--- config.mk ---
export PLATFORM = sky130hd
export DESIGN_NAME = sc_tx_ctrl
export DESIGN_NICKNAME = d
export VERILOG_FILES = /design/src/rtl/sc_tx_pkg.sv /design/src/rtl/sc_tx_fifo.sv /design/src/rtl/sc_tx_chk.sv /design/src/rtl/sc_tx_ser.sv /design/src/rtl/sc_tx_ctrl.sv
export SDC_FILE = /design/constraint.sdc
export NUM_CORES = 1
export LEC_CHECK = 0
export BUFFER_PORTS_ARGS = -buffer_cell sky130_fd_sc_hd__buf_2
export CAP_MARGIN = 40
export CORE_MARGIN = 8
export CORE_UTILIZATION = 49
export DETAILED_ROUTE_END_ITERATION = 12
export PLACE_DENSITY_LB_ADDON = 0.12
export SYNTH_ARGS = -nofsm -noshare
export SYNTH_HDL_FRONTEND = slang
export SYNTH_SLANG_ARGS = --single-unit
export TNS_END_PERCENT = 30
--- constraint.sdc ---
create_clock -name clk -period 3.4 [get_ports clk]
set_input_delay 0.68 -clock clk [delete_from_list [all_inputs] [get_ports clk]]
set_output_delay 0.68 -clock clk [all_outputs]
set_load 0.05 [all_outputs]
--- src/rtl/sc_tx_pkg.sv ---
package sc_tx_pkg;
   // bits driven per character: start, 8 data, parity
   localparam int CHAR_BITS = 10;
   // released line time after the parity bit, in ETU
   localparam int GUARD_ETU = 2;
   localparam int SLOTS     = CHAR_BITS + GUARD_ETU;
   localparam int SLOT_W    = $clog2(SLOTS + 1);
   localparam logic [15:0] CRC_POLY = 16'h1021;
   localparam logic [15:0] CRC_SEED = 16'hFFFF;
endpackage

--- src/rtl/sc_tx_fifo.sv ---
module sc_tx_fifo #(
   parameter int DEPTH = 4,
   parameter int W     = 8
) (
   input  logic         clk,
   input  logic         rst_n,
   input  logic         push,
   input  logic [W-1:0] din,
   input  logic         pop,
   output logic [W-1:0] dout,
   output logic         full,
   output logic         empty
);
   localparam int AW = $clog2(DEPTH);

   if (DEPTH < 2 || (DEPTH & (DEPTH - 1)) != 0) begin : g_bad_depth
      $error("sc_tx_fifo: DEPTH must be a power of two of at least 2");
   end

   logic [W-1:0]  mem [DEPTH];
   logic [AW-1:0] rd_p, wr_p;
   logic [AW:0]   cnt;
   logic          do_push, do_pop;

   assign do_push = push & ~full;
   assign do_pop  = pop & ~empty;
   assign full    = (cnt == (AW+1)'(DEPTH));
   assign empty   = (cnt == '0);
   assign dout    = mem[rd_p];

   always_ff @(posedge clk or negedge rst_n) begin
      if (!rst_n) begin
         rd_p <= '0;
         wr_p <= '0;
         cnt  <= '0;
      end else begin
         if (do_push) wr_p <= wr_p + 1'b1;
         if (do_pop)  rd_p <= rd_p + 1'b1;
         if (do_push && !do_pop)      cnt <= cnt + 1'b1;
         else if (do_pop && !do_push) cnt <= cnt - 1'b1;
      end
   end

   always_ff @(posedge clk) begin
      if (do_push) mem[wr_p] <= din;
   end
endmodule

--- src/rtl/sc_tx_chk.sv ---
module sc_tx_chk #(
   parameter bit CRC_EN = 1'b1
) (
   input  logic        clk,
   input  logic        rst_n,
   input  logic        init,
   input  logic        upd,
   input  logic        crc_sel,
   input  logic [7:0]  din,
   output logic [15:0] sum
);
   import sc_tx_pkg::*;

   logic [7:0] lrc_q;

   always_ff @(posedge clk or negedge rst_n) begin
      if (!rst_n)    lrc_q <= '0;
      else if (init) lrc_q <= '0;
      else if (upd)  lrc_q <= lrc_q ^ din;
   end

   if (CRC_EN) begin : g_crc
      logic [15:0] crc_q;

      function automatic logic [15:0] crc_step(input logic [15:0] c, input logic [7:0] d);
         logic [15:0] r;
         logic        fb;
         r = c;
         for (int i = 7; i >= 0; i--) begin
            fb = r[15] ^ d[i];
            r  = {r[14:0], 1'b0};
            if (fb) r = r ^ CRC_POLY;
         end
         return r;
      endfunction

      always_ff @(posedge clk or negedge rst_n) begin
         if (!rst_n)    crc_q <= CRC_SEED;
         else if (init) crc_q <= CRC_SEED;
         else if (upd)  crc_q <= crc_step(crc_q, din);
      end

      assign sum = crc_sel ? crc_q : {8'h00, lrc_q};
   end else begin : g_lrc_only
      assign sum = {8'h00, lrc_q};
   end
endmodule

--- src/rtl/sc_tx_ser.sv ---
module sc_tx_ser #(
   parameter int ETU_W = 16
) (
   input  logic             clk,
   input  logic             rst_n,
   input  logic [ETU_W-1:0] etu_div,
   input  logic             start,
   input  logic [7:0]       din,
   input  logic             io_in,
   output logic             busy,
   output logic             drv_low,
   output logic             done,
   output logic             brk_hit
);
   import sc_tx_pkg::*;

   logic [ETU_W-1:0]  cnt;
   logic [SLOT_W-1:0] slot;
   logic [9:0]        shreg;
   logic              etu_end;

   assign etu_end = (cnt == etu_div - 1'b1);
   assign done    = busy & etu_end & (slot == SLOT_W'(SLOTS - 1));
   assign drv_low = busy & (slot < SLOT_W'(CHAR_BITS)) & ~shreg[0];
   assign brk_hit = busy & (slot == SLOT_W'(CHAR_BITS)) & (cnt == (etu_div >> 1)) & ~io_in;

   always_ff @(posedge clk or negedge rst_n) begin
      if (!rst_n) begin
         busy  <= 1'b0;
         cnt   <= '0;
         slot  <= '0;
         shreg <= '1;
      end else if (start && !busy) begin
         busy  <= 1'b1;
         cnt   <= '0;
         slot  <= '0;
         shreg <= {^din, din, 1'b0};
      end else if (busy) begin
         if (etu_end) begin
            cnt   <= '0;
            slot  <= slot + 1'b1;
            shreg <= {1'b1, shreg[9:1]};
            if (slot == SLOT_W'(SLOTS - 1)) busy <= 1'b0;
         end else begin
            cnt <= cnt + 1'b1;
         end
      end
   end
endmodule

--- src/rtl/sc_tx_ctrl.sv ---
module sc_tx_ctrl #(
   parameter int FIFO_DEPTH = 4,
   parameter int ETU_W      = 16,
   parameter bit CRC_EN     = 1'b1
) (
   input  logic             clk,
   input  logic             rst_n,
   input  logic [ETU_W-1:0] etu_div,
   input  logic             t1_mode,
   input  logic             chk_en,
   input  logic             crc_sel,
   input  logic             wr_en,
   input  logic [7:0]       wr_data,
   input  logic             ctl_wr,
   input  logic             ctl_dir,
   input  logic             ctl_last,
   input  logic             stat_rd,
   input  logic             io_in,
   output logic             io_drv_low,
   output logic             tx_full,
   output logic             tx_empty,
   output logic             tx_underrun,
   output logic             tx_break,
   output logic             last_flag,
   output logic             dir_tx,
   output logic             evt_irq,
   output logic             err_irq
);
   if (ETU_W < 3) begin : g_bad_etu
      $error("sc_tx_ctrl: ETU_W must be at least 3");
   end

   logic        busy, done, brk_hit;
   logic        fifo_full, fifo_empty;
   logic [7:0]  fifo_q, hold_q, tx_byte, chk_byte;
   logic [15:0] sum;
   logic dir_q, dir_d, pend_q, pend_d, last_q;
   logic undr_q, brk_q, msg_open_q, chk_idx_q;
   logic resend_q, retried_q, cur_brk_q, cur_chk_q;
   logic empty_q, full_q, evt_q, err_q;
   logic chk_pend, can_go, go_resend, go_fifo, go_chk, start;
   logic chk_last, idle_all, empty_flag, dir_chg, sum_init, retry_now, undr_set;

   sc_tx_fifo #(.DEPTH(FIFO_DEPTH), .W(8)) u_fifo (
      .clk(clk), .rst_n(rst_n), .push(wr_en), .din(wr_data), .pop(go_fifo),
      .dout(fifo_q), .full(fifo_full), .empty(fifo_empty));

   sc_tx_chk #(.CRC_EN(CRC_EN)) u_chk (
      .clk(clk), .rst_n(rst_n), .init(sum_init), .upd(go_fifo),
      .crc_sel(crc_sel), .din(fifo_q), .sum(sum));

   sc_tx_ser #(.ETU_W(ETU_W)) u_ser (
      .clk(clk), .rst_n(rst_n), .etu_div(etu_div), .start(start), .din(tx_byte),
      .io_in(io_in), .busy(busy), .drv_low(io_drv_low), .done(done), .brk_hit(brk_hit));

   // source choice: pending retry first, then queue, then checksum
   assign chk_pend  = t1_mode & chk_en & last_q & msg_open_q & fifo_empty & ~resend_q;
   assign can_go    = dir_q & ~busy;
   assign go_resend = can_go & resend_q;
   assign go_fifo   = can_go & ~resend_q & ~fifo_empty;
   assign go_chk    = can_go & chk_pend;
   assign start     = go_resend | go_fifo | go_chk;
   assign chk_byte  = (crc_sel && !chk_idx_q) ? sum[15:8] : sum[7:0];
   assign tx_byte   = go_resend ? hold_q : (go_fifo ? fifo_q : chk_byte);
   assign chk_last  = ~crc_sel | chk_idx_q;

   assign idle_all   = fifo_empty & ~busy & ~resend_q & ~chk_pend;
   assign empty_flag = fifo_empty & ~(last_q & (busy | resend_q | chk_pend));
   assign retry_now  = done & cur_brk_q & ~t1_mode & ~cur_chk_q & ~retried_q;
   assign undr_set   = done & ~cur_chk_q & ~retry_now & fifo_empty & ~last_q;

   always_comb begin
      dir_d  = dir_q;
      pend_d = pend_q;
      if (ctl_wr) begin
         if (ctl_dir) begin
            dir_d  = 1'b1;
            pend_d = 1'b0;
         end else if (ctl_last && dir_q && !idle_all) begin
            pend_d = 1'b1;
         end else begin
            dir_d  = 1'b0;
            pend_d = 1'b0;
         end
      end else if (pend_q && idle_all) begin
         dir_d  = 1'b0;
         pend_d = 1'b0;
      end
   end

   assign dir_chg  = dir_d ^ dir_q;
   assign sum_init = dir_chg | (done & cur_chk_q & chk_last);

   always_ff @(posedge clk or negedge rst_n) begin
      if (!rst_n) begin
         dir_q <= 1'b0;      pend_q <= 1'b0;    last_q <= 1'b0;
         undr_q <= 1'b0;     brk_q <= 1'b0;     msg_open_q <= 1'b0;
         chk_idx_q <= 1'b0;  resend_q <= 1'b0;  retried_q <= 1'b0;
         cur_brk_q <= 1'b0;  cur_chk_q <= 1'b0; hold_q <= '0;
         empty_q <= 1'b1;    full_q <= 1'b0;    evt_q <= 1'b0;
         err_q <= 1'b0;
      end else begin
         dir_q  <= dir_d;
         pend_q <= pend_d;
         if (ctl_wr) last_q <= ctl_last;
         if (start) begin
            hold_q    <= tx_byte;
            cur_chk_q <= go_chk;
            cur_brk_q <= 1'b0;
         end else if (brk_hit) begin
            cur_brk_q <= 1'b1;
         end
         if (go_resend)      resend_q <= 1'b0;
         else if (retry_now) resend_q <= 1'b1;
         if (done) retried_q <= retry_now;
         if (dir_chg) begin
            msg_open_q <= 1'b0;
            chk_idx_q  <= 1'b0;
         end else if (done && cur_chk_q) begin
            msg_open_q <= msg_open_q & ~chk_last;
            chk_idx_q  <= ~chk_last;
         end else if (go_fifo) begin
            msg_open_q <= 1'b1;
         end
         undr_q  <= undr_set | (undr_q & ~stat_rd);
         brk_q   <= brk_hit | (brk_q & ~stat_rd);
         err_q   <= undr_set | brk_hit;
         empty_q <= empty_flag;
         full_q  <= fifo_full;
         evt_q   <= (empty_flag & ~empty_q) | (fifo_full & ~full_q);
      end
   end

   assign tx_full     = fifo_full;
   assign tx_empty    = empty_flag;
   assign tx_underrun = undr_q;
   assign tx_break    = brk_q;
   assign last_flag   = last_q;
   assign dir_tx      = dir_q;
   assign evt_irq     = evt_q;
   assign err_irq     = err_q;
endmodule

# == After elaboration in Yosys (flattened, before gate mapping) ==
# Memory sizes are Yosys's and may differ from the RTL's.
# Index checks and enable logic that the tools add are counted.
# classes
addsub,7
multipliers,0
div,0
n_lt_le_gt_ge,1
eq_ne,5
n_shift,0
n_mux,64
n_bitwise,85
n_reduce_logical,25
# ops
op,n
$mux W16,20
$mux W13,8
$mux W8,5
$and A1 B1 Y1,39
$mux W10,3
$not A3 Y3,8
$mux W1,23
$not A1 Y1,18
$add A16 B1 Y16 const B,1
$eq A16 B15 Y1,1
$eq A16 B16 Y1,1
$reduce_bool A2 Y1,8
$sub A16 B1 Y16 const B,1
$mux W4,3
$or A1 B1 Y1,10
$xor A1 B1 Y1,9
$eq A4 B4 Y1 const B,2
$logic_and A1 B1 Y1,8
$reduce_xor A8 Y1,1
$xor A8 B8 Y8,1
$mux W3,2
$logic_not A1 Y1,5
$add A2 B1 Y2 const B,2
$add A4 B1 Y4 const B,1
other kinds (7),7
# word_totals
reg_bits,85
latchBits,0
mem_bits_rw,32
rom_bits,0
input_bits,35
output_inout_bits,9
word_cells,213
n_memories,1
# mem_list
name,words,word_bits,rd,rd_clocked_by_memory_dff,wr,line,text
u_fifo.mem,4,8,1,0,1,sc_tx_fifo.sv:20,logic [W-1:0] mem [DEPTH];

# == Longest topological paths before layout ==
# logic_depth
ltp_word,43
ltp_mapped,12
depth_no_buf,10

# == Cells and area by module ==
# From an unflattened synthesis, not the netlist that was laid out.
# unflattened
hier_cells,671
hier_area_um2,7151.9
# modules_own_cells
mod,n_inst,cells_per_inst,area_per_inst_um2,seq_area_each_um2
sc_tx_ser,1,341,2793.9,788.3
sc_tx_fifo,1,77,1589.0,1136.1
sc_tx_chk,1,133,1519.0,620.6
sc_tx_ctrl,1,120,1249.9,576.8

# == Worst setup path before layout ==
# No wires, ideal clock.
# synth_timing
path_kind,register to register
startpoint,"register dir_q, in the netlist dir_tx"
endpoint,register u_fifo.cnt[1]
setup_time_ns,0.125
arrival_time_ns,3.024
t_required_ns,3.275
slack_ns,0.251
path_stages_with_launch,10
n_path_buf,2
synth_period_minus_slack_ns,3.149
path_cell_list,dfrtp_1 > nand2b_1 > nor3_1 > inv_1 > clkbuf_1 > buf_1 > ha_1 > inv_1 > fa_1 > mux2_2
# synth_between
elab_chain_len,7
word_cells_on_any_way,9
classes_between,mux: 1; bitwise: 4; reduce/logical: 4
# synth_rtl
item,line,text
from (decl),sc_tx_ctrl.sv:37,"logic dir_q, dir_d, pend_q, pend_d, last_q;"
from (signal assigned),sc_tx_ctrl.sv:103,dir_q <= dir_d;
$and A1 B1 Y1 *,sc_tx_ctrl.sv:58,assign can_go = dir_q & ~busy;
$and A1 B1 Y1 * (2 in a row),sc_tx_ctrl.sv:60,assign go_fifo = can_go & ~resend_q & ~fifo_empty;
$and A1 B1 Y1 *,sc_tx_fifo.sv:26,assign do_pop = pop & ~empty;
$logic_not A1 Y1,sc_tx_fifo.sv:39,if (do_push && !do_pop) cnt <= cnt + 1'b1;
$logic_and A1 B1 Y1,sc_tx_fifo.sv:39,
$mux W3 / $reduce_bool A2 Y1 (equally long branches),--,
to (signal assigned),sc_tx_fifo.sv:39,
to (signal assigned),sc_tx_fifo.sv:40,else if (do_pop && !do_push) cnt <= cnt - 1'b1;
to (decl),sc_tx_fifo.sv:22,logic [AW:0] cnt;
# Mark *: on every way between the ends. The rest lies on a longest branch, timed or not.
# A chain may end at the register's enable or synchronous reset.

# == Worst setup path after layout ==
# layout_timing
startpoint,register u_fifo.cnt[0]
endpoint,output port tx_empty
# layout_between
elab_chain_len,7
# layout_rtl
item,line,text
$logic_not A3 Y1 *,sc_tx_fifo.sv:28,assign empty = (cnt == '0);
$and A1 B1 Y1 (2 in a row),sc_tx_ctrl.sv:57,assign chk_pend = t1_mode & chk_en & last_q & msg_open_q & fifo_empty & ~resend_q;
$or A1 B1 Y1,sc_tx_ctrl.sv:68,assign empty_flag = fifo_empty & ~(last_q & (busy | resend_q | chk_pend));
$and A1 B1 Y1,sc_tx_ctrl.sv:68,
$not A1 Y1,sc_tx_ctrl.sv:68,
$and A1 B1 Y1 *,sc_tx_ctrl.sv:68,
to (decl),sc_tx_ctrl.sv:21,"output logic tx_empty,"
# Marked as above.

==> report_table.html <==
<table>
<tr><th>Metric</th><th>Value</th></tr>
<tr><th colspan="2">Worst setup path</th></tr>
<tr><td>Endpoint class of the critical path</td><td>primary output</td></tr>
<tr><td>Classification of the worst setup path</td><td>flip-flop to primary output</td></tr>
<tr><td>Top fanout value on the critical path</td><td>6</td></tr>
<tr><td>Data arrival, critical path</td><td>2.26 ns</td></tr>
<tr><td>Worst endpoint required time</td><td>2.72 ns</td></tr>
<tr><td>Launching element type of the critical path</td><td>flip-flop</td></tr>
<tr><th colspan="2">Clock network</th></tr>
<tr><td>Clock latency on the worst-skew pair</td><td>0.42 ns</td></tr>
<tr><td>Deepest level of the CTS H-tree</td><td>4</td></tr>
<tr><td>Post-CTS Repair Setup Buffers</td><td>0</td></tr>
<tr><td>Clock Pin Slew Worst Setup and Hold Paths</td><td>0.06 ns</td></tr>
<tr><td>Total clock buffers created by CTS</td><td>17</td></tr>
<tr><td>Maximum clock path buffer count</td><td>2</td></tr>
<tr><td>Number of sinks handled by clock tree synthesis</td><td>117</td></tr>
<tr><td>Number of buffers inserted by hold repair at cts</td><td>0</td></tr>
<tr><td>Clock tree from TritonCTS</td><td>built</td></tr>
<tr><td>Clock Tree Root</td><td>sky130_fd_sc_hd__clkbuf_16</td></tr>
<tr><td>Post-cts sizing count</td><td>0</td></tr>
<tr><th colspan="2">Global routing</th></tr>
<tr><td>GRT Residual Overflow</td><td>0</td></tr>
<tr><td>Largest net degree at the start of global routing</td><td>66</td></tr>
<tr><td>First-pass GRT wire length</td><td>26000 um</td></tr>
<tr><td>Number of antenna violations at the first check in global routing</td><td>0</td></tr>
<tr><td>Via count of the first global-routing pass</td><td>4954</td></tr>
<tr><td>Total Routing Usage GR</td><td>18.5%</td></tr>
<tr><th colspan="2">Worst hold path</th></tr>
<tr><td>Worst min-delay path class</td><td>input port to asynchronous set/reset pin</td></tr>
<tr><th colspan="2">Power and ir drop</th></tr>
<tr><td>Power density over cell area</td><td>552 mW/mm^2</td></tr>
<tr><td>Leakage dissipation</td><td>0.00311 uW</td></tr>
<tr><td>VDD IR max</td><td>0.567 mV</td></tr>
<tr><th colspan="2">Layout</th></tr>
<tr><td>Footprint of the flip-flops and latches</td><td>0.00312 sq mm</td></tr>
<tr><td>Layout overhead on the synthesized area</td><td>15.6%</td></tr>
<tr><td>Fraction of layout cells with a size suffix above 1</td><td>21.2%</td></tr>
<tr><td>Final Instance Count excl. Fillers</td><td>861</td></tr>
<tr><td>Filler cells</td><td>1144</td></tr>
<tr><td>Most common library cell in the layout ignoring fill and taps</td><td>sky130_fd_sc_hd__nand2_1</td></tr>
<tr><td>Multi-input gate area in the final layout</td><td>0.00317 sq mm</td></tr>
<tr><td>Post-layout utilization of the core</td><td>57.5%</td></tr>
<tr><td>Most frequent cells in the layout</td><td>sky130_fd_sc_hd__nand2_1, sky130_fd_sc_hd__dfrtp_1, sky130_fd_sc_hd__xnor2_1, sky130_fd_sc_hd__buf_2, sky130_fd_sc_hd__nor2_1</td></tr>
<tr><td>Diodes inserted</td><td>0</td></tr>
<tr><td>Final nets</td><td>717</td></tr>
<tr><th colspan="2">Floorplan</th></tr>
<tr><td>Die area</td><td>0.0173 sq mm</td></tr>
<tr><td>Die span in x</td><td>131 um</td></tr>
<tr><td>Height of the chip</td><td>131 um</td></tr>
<tr><td>Initial Utilization</td><td>49.7%</td></tr>
<tr><td>Total number of placement rows</td><td>42</td></tr>
<tr><td>Core Area</td><td>0.0131 sq mm</td></tr>
<tr><td>Boundary pin count</td><td>44</td></tr>
<tr><th colspan="2">Synth</th></tr>
<tr><td>Count of flip-flops with a built-in enable after synthesis</td><td>32</td></tr>
<tr><td>Proportion of synthesized chip area in sequential cells</td><td>47.8%</td></tr>
<tr><td>Average cell area after synthesis</td><td>10.4 sq um</td></tr>
<tr><td>Gate Count Post-Synth</td><td>625</td></tr>
<tr><td>Synthesis Warnings</td><td>0</td></tr>
<tr><td>Post-synth design cell area</td><td>0.00653 sq mm</td></tr>
<tr><td>Net count after synthesis</td><td>670</td></tr>
<tr><td>Number of flip-flops and latches in the synthesized netlist</td><td>117</td></tr>
<tr><td>Distinct cell type count after synthesis</td><td>69</td></tr>
<tr><td>Proportion of register bits with asynchronous set or reset after synthesis</td><td>72.6%</td></tr>
<tr><td>Most used flip-flop cell after synthesis</td><td>sky130_fd_sc_hd__dfrtp_1</td></tr>
<tr><th colspan="2">Placement</th></tr>
<tr><td>Total of buffers placed on input and output ports</td><td>43</td></tr>
<tr><td>Detailed placer's ending HPWL</td><td>11200 um</td></tr>
<tr><td>Gpl congestion</td><td>0.885</td></tr>
<tr><td>Cell count after placement</td><td>829</td></tr>
<tr><th colspan="2">Route</th></tr>
<tr><td>Avg WL per Cell</td><td>17.8 um</td></tr>
<tr><td>Number of violations reported at the end of detailed-routing iteration 0</td><td>376</td></tr>
<tr><td>Met2 WL post-DR</td><td>7060 um</td></tr>
<tr><td>Vias post-DR</td><td>4918</td></tr>
<tr><td>Highest metal used</td><td>met4</td></tr>
<tr><td>Met1 routed wirelength after detailed routing</td><td>7430 um</td></tr>
<tr><td>Number of antenna-violating nets in the routed design</td><td>0</td></tr>
<tr><td>Total met3 wirelength after detailed routing</td><td>694 um</td></tr>
<tr><td>Final wirelength</td><td>15300 um</td></tr>
<tr><td>Detail-routed via count per cell</td><td>5.71</td></tr>
<tr><td>Remaining DRCs</td><td>0</td></tr>
<tr><td>Pre-antenna DRT Iters</td><td>5</td></tr>
<tr><th colspan="2">STA</th></tr>
<tr><td>Normalized max-slew margin</td><td>51.7%</td></tr>
<tr><td>Final Hold Viols</td><td>0</td></tr>
<tr><td>Pins Over Slew Limit</td><td>0</td></tr>
<tr><td>RSZ-0062 raised after global routing</td><td>false</td></tr>
<tr><td>Minimum period implied by the final worst setup slack</td><td>2.94 ns</td></tr>
<tr><td>Worst-Margin Slew</td><td>0.722 ns</td></tr>
<tr><td>Setup violators final</td><td>0</td></tr>
<tr><td>Final setup TNS</td><td>0 ns</td></tr>
<tr><td>Ratio of final minimum period to clock period</td><td>86.4%</td></tr>
<tr><td>Final setup skew</td><td>0.0130 ns</td></tr>
<tr><td>Upper clock frequency limit</td><td>340 MHz</td></tr>
<tr><th colspan="2">Outcome</th></tr>
<tr><td>Status</td><td>finished clean</td></tr>
<tr><th colspan="2">Run</th></tr>
<tr><td>MaxCap Viol Count</td><td>0</td></tr>
</table>
through the flow:
step           setup slack [ns]  cell area [sq um]  power (uW)  hold WS [ns]
5_1_grt                   0.371               7550        4370        0.0926
3_3_place_gp              0.258               6940        2400         0.403
6_report                  0.462               7550        4170         0.102
2_1_floorplan             0.251               6530        2210         0.384
4_1_cts                   0.475               7550        4210        0.0912
3_5_place_dp              0.192               6970        2440         0.410
where the power goes:
part           internal (uW)  switching [uW]  total (uW)
Combinational            275             419         694
Clock                   1040             720        1760
Sequential              1600             115        1720
Total                   2920            1250        4170
cells by family (layout without fill, tap and decap cells):
kind of cell	Yosys count	count (layout)	share of synthesized area [%]
compound gates	108	108	11.5
fa+ha+maj	10	10	2.03
mux	32	32	6.55
xor+xnor	72	72	9.66
flops	117	117	47.8
buf+inv	56	116	3.76
simple gates	230	230	18.7
layer usage:
| metal | up-vias | GRT usage [%] |
|---|---|---|
| li1 | 2360 | - |
| met1 | 2439 | 25.8 |
| met2 | 112 | 28.3 |
| met3 | 7 | 4.04 |
| met4 | 0 | 5.23 |
| met5 | - | 0 |
cell type report:
class	count	area share, %
multi-input cells	452	41.9
clock buffers	17	5.63
clock inverters	15	2.07
repair buffers	61	4.94
inverters	23	1.14
flip-flops and latches	117	41.3
well taps	176	2.92
final timing paths:
check,startpoint,to,slack [ns],depth (start not counted)
worst max-delay path,u_fifo.cnt[0]$_DFFE_PN0P_,tx_empty,0.46,4
worst min-delay path,rst_n,u_ser.cnt[13]$_DFFE_PN0P_,0.10,1
worst max register to register,u_ser.cnt[7]$_DFFE_PN0P_,u_chk.g_crc.crc_q[8]$_DFFE_PN1P_,0.73,8
worst min register to register,full_q$_DFF_PN0_,evt_irq$_DFF_PN0_,0.42,1
max in group asynchronous,rst_n,u_chk.g_crc.crc_q[6]$_DFFE_PN1P_,2.68,2
min in group clk,full_q$_DFF_PN0_,evt_irq$_DFF_PN0_,0.42,1
critical path, cell delays in order (launching register included):
cell and delay, ns:
sky130_fd_sc_hd__dfrtp_1 0.46, sky130_fd_sc_hd__nor4_1 0.48, sky130_fd_sc_hd__nand2_1 0.19, sky130_fd_sc_hd__o22ai_1 0.38
sky130_fd_sc_hd__buf_2 0.35
state kept, by name, summed over array words and instances (netlist names), 3 cells and up:
signal,cells
u_ser.shreg,10
u_fifo.mem,32
u_chk.lrc_q,8
u_ser.cnt,16
hold_q,8
u_ser.slot,4
u_chk.g_crc.crc_q,16
u_fifo.cnt,3
cells in the mapped netlist, types with 2 or more instances:
| library cell | number | area share, % |
|---|---|---|
| sky130_fd_sc_hd__o21ai_0 | 22 | 1.7 |
| sky130_fd_sc_hd__and3_1 | 21 | 2.0 |
| sky130_fd_sc_hd__o2bb2ai_1 | 3 | 0.40 |
| sky130_fd_sc_hd__edfxtp_1 | 32 | 15 |
| sky130_fd_sc_hd__buf_2 | 3 | 0.23 |
| sky130_fd_sc_hd__a22o_1 | 2 | 0.27 |
| sky130_fd_sc_hd__nand4_1 | 7 | 0.67 |
| sky130_fd_sc_hd__a211oi_1 | 2 | 0.23 |
| sky130_fd_sc_hd__o22ai_1 | 6 | 0.57 |
| sky130_fd_sc_hd__nand4b_1 | 3 | 0.40 |
| sky130_fd_sc_hd__buf_6 | 3 | 0.52 |
| sky130_fd_sc_hd__buf_4 | 2 | 0.23 |
| sky130_fd_sc_hd__nor2b_1 | 6 | 0.57 |
| sky130_fd_sc_hd__nand2_1 | 61 | 3.5 |
| sky130_fd_sc_hd__dfrtp_1 | 58 | 22 |
| sky130_fd_sc_hd__o2111ai_1 | 16 | 2.1 |
| sky130_fd_sc_hd__xor2_1 | 19 | 2.5 |
| sky130_fd_sc_hd__nand2b_1 | 17 | 1.6 |
| sky130_fd_sc_hd__mux4_2 | 8 | 2.8 |
| sky130_fd_sc_hd__nor4_1 | 9 | 0.86 |
| sky130_fd_sc_hd__xnor2_1 | 53 | 7.1 |
| sky130_fd_sc_hd__nand3b_1 | 4 | 0.46 |
| sky130_fd_sc_hd__dfstp_2 | 27 | 11 |
| sky130_fd_sc_hd__nor2_1 | 40 | 2.3 |
| sky130_fd_sc_hd__a21oi_1 | 24 | 1.8 |
| sky130_fd_sc_hd__mux2i_1 | 18 | 2.8 |
| sky130_fd_sc_hd__and2_1 | 4 | 0.38 |
| sky130_fd_sc_hd__o311ai_0 | 2 | 0.27 |
| sky130_fd_sc_hd__inv_1 | 23 | 1.3 |
| sky130_fd_sc_hd__clkbuf_1 | 23 | 1.3 |
| sky130_fd_sc_hd__ha_1 | 9 | 1.7 |
| sky130_fd_sc_hd__a21o_1 | 10 | 1.1 |
| sky130_fd_sc_hd__nor3_1 | 9 | 0.69 |
| sky130_fd_sc_hd__mux2_2 | 6 | 1.0 |
| sky130_fd_sc_hd__or3_1 | 4 | 0.38 |
| sky130_fd_sc_hd__nand3_1 | 31 | 2.4 |
| sky130_fd_sc_hd__a31oi_1 | 3 | 0.29 |
| sky130_fd_sc_hd__nor4_2 | 2 | 0.38 |
| sky130_fd_sc_hd__o31ai_1 | 2 | 0.23 |
| sky130_fd_sc_hd__nor3b_1 | 2 | 0.23 |
(Power assumes the default switching activity.)
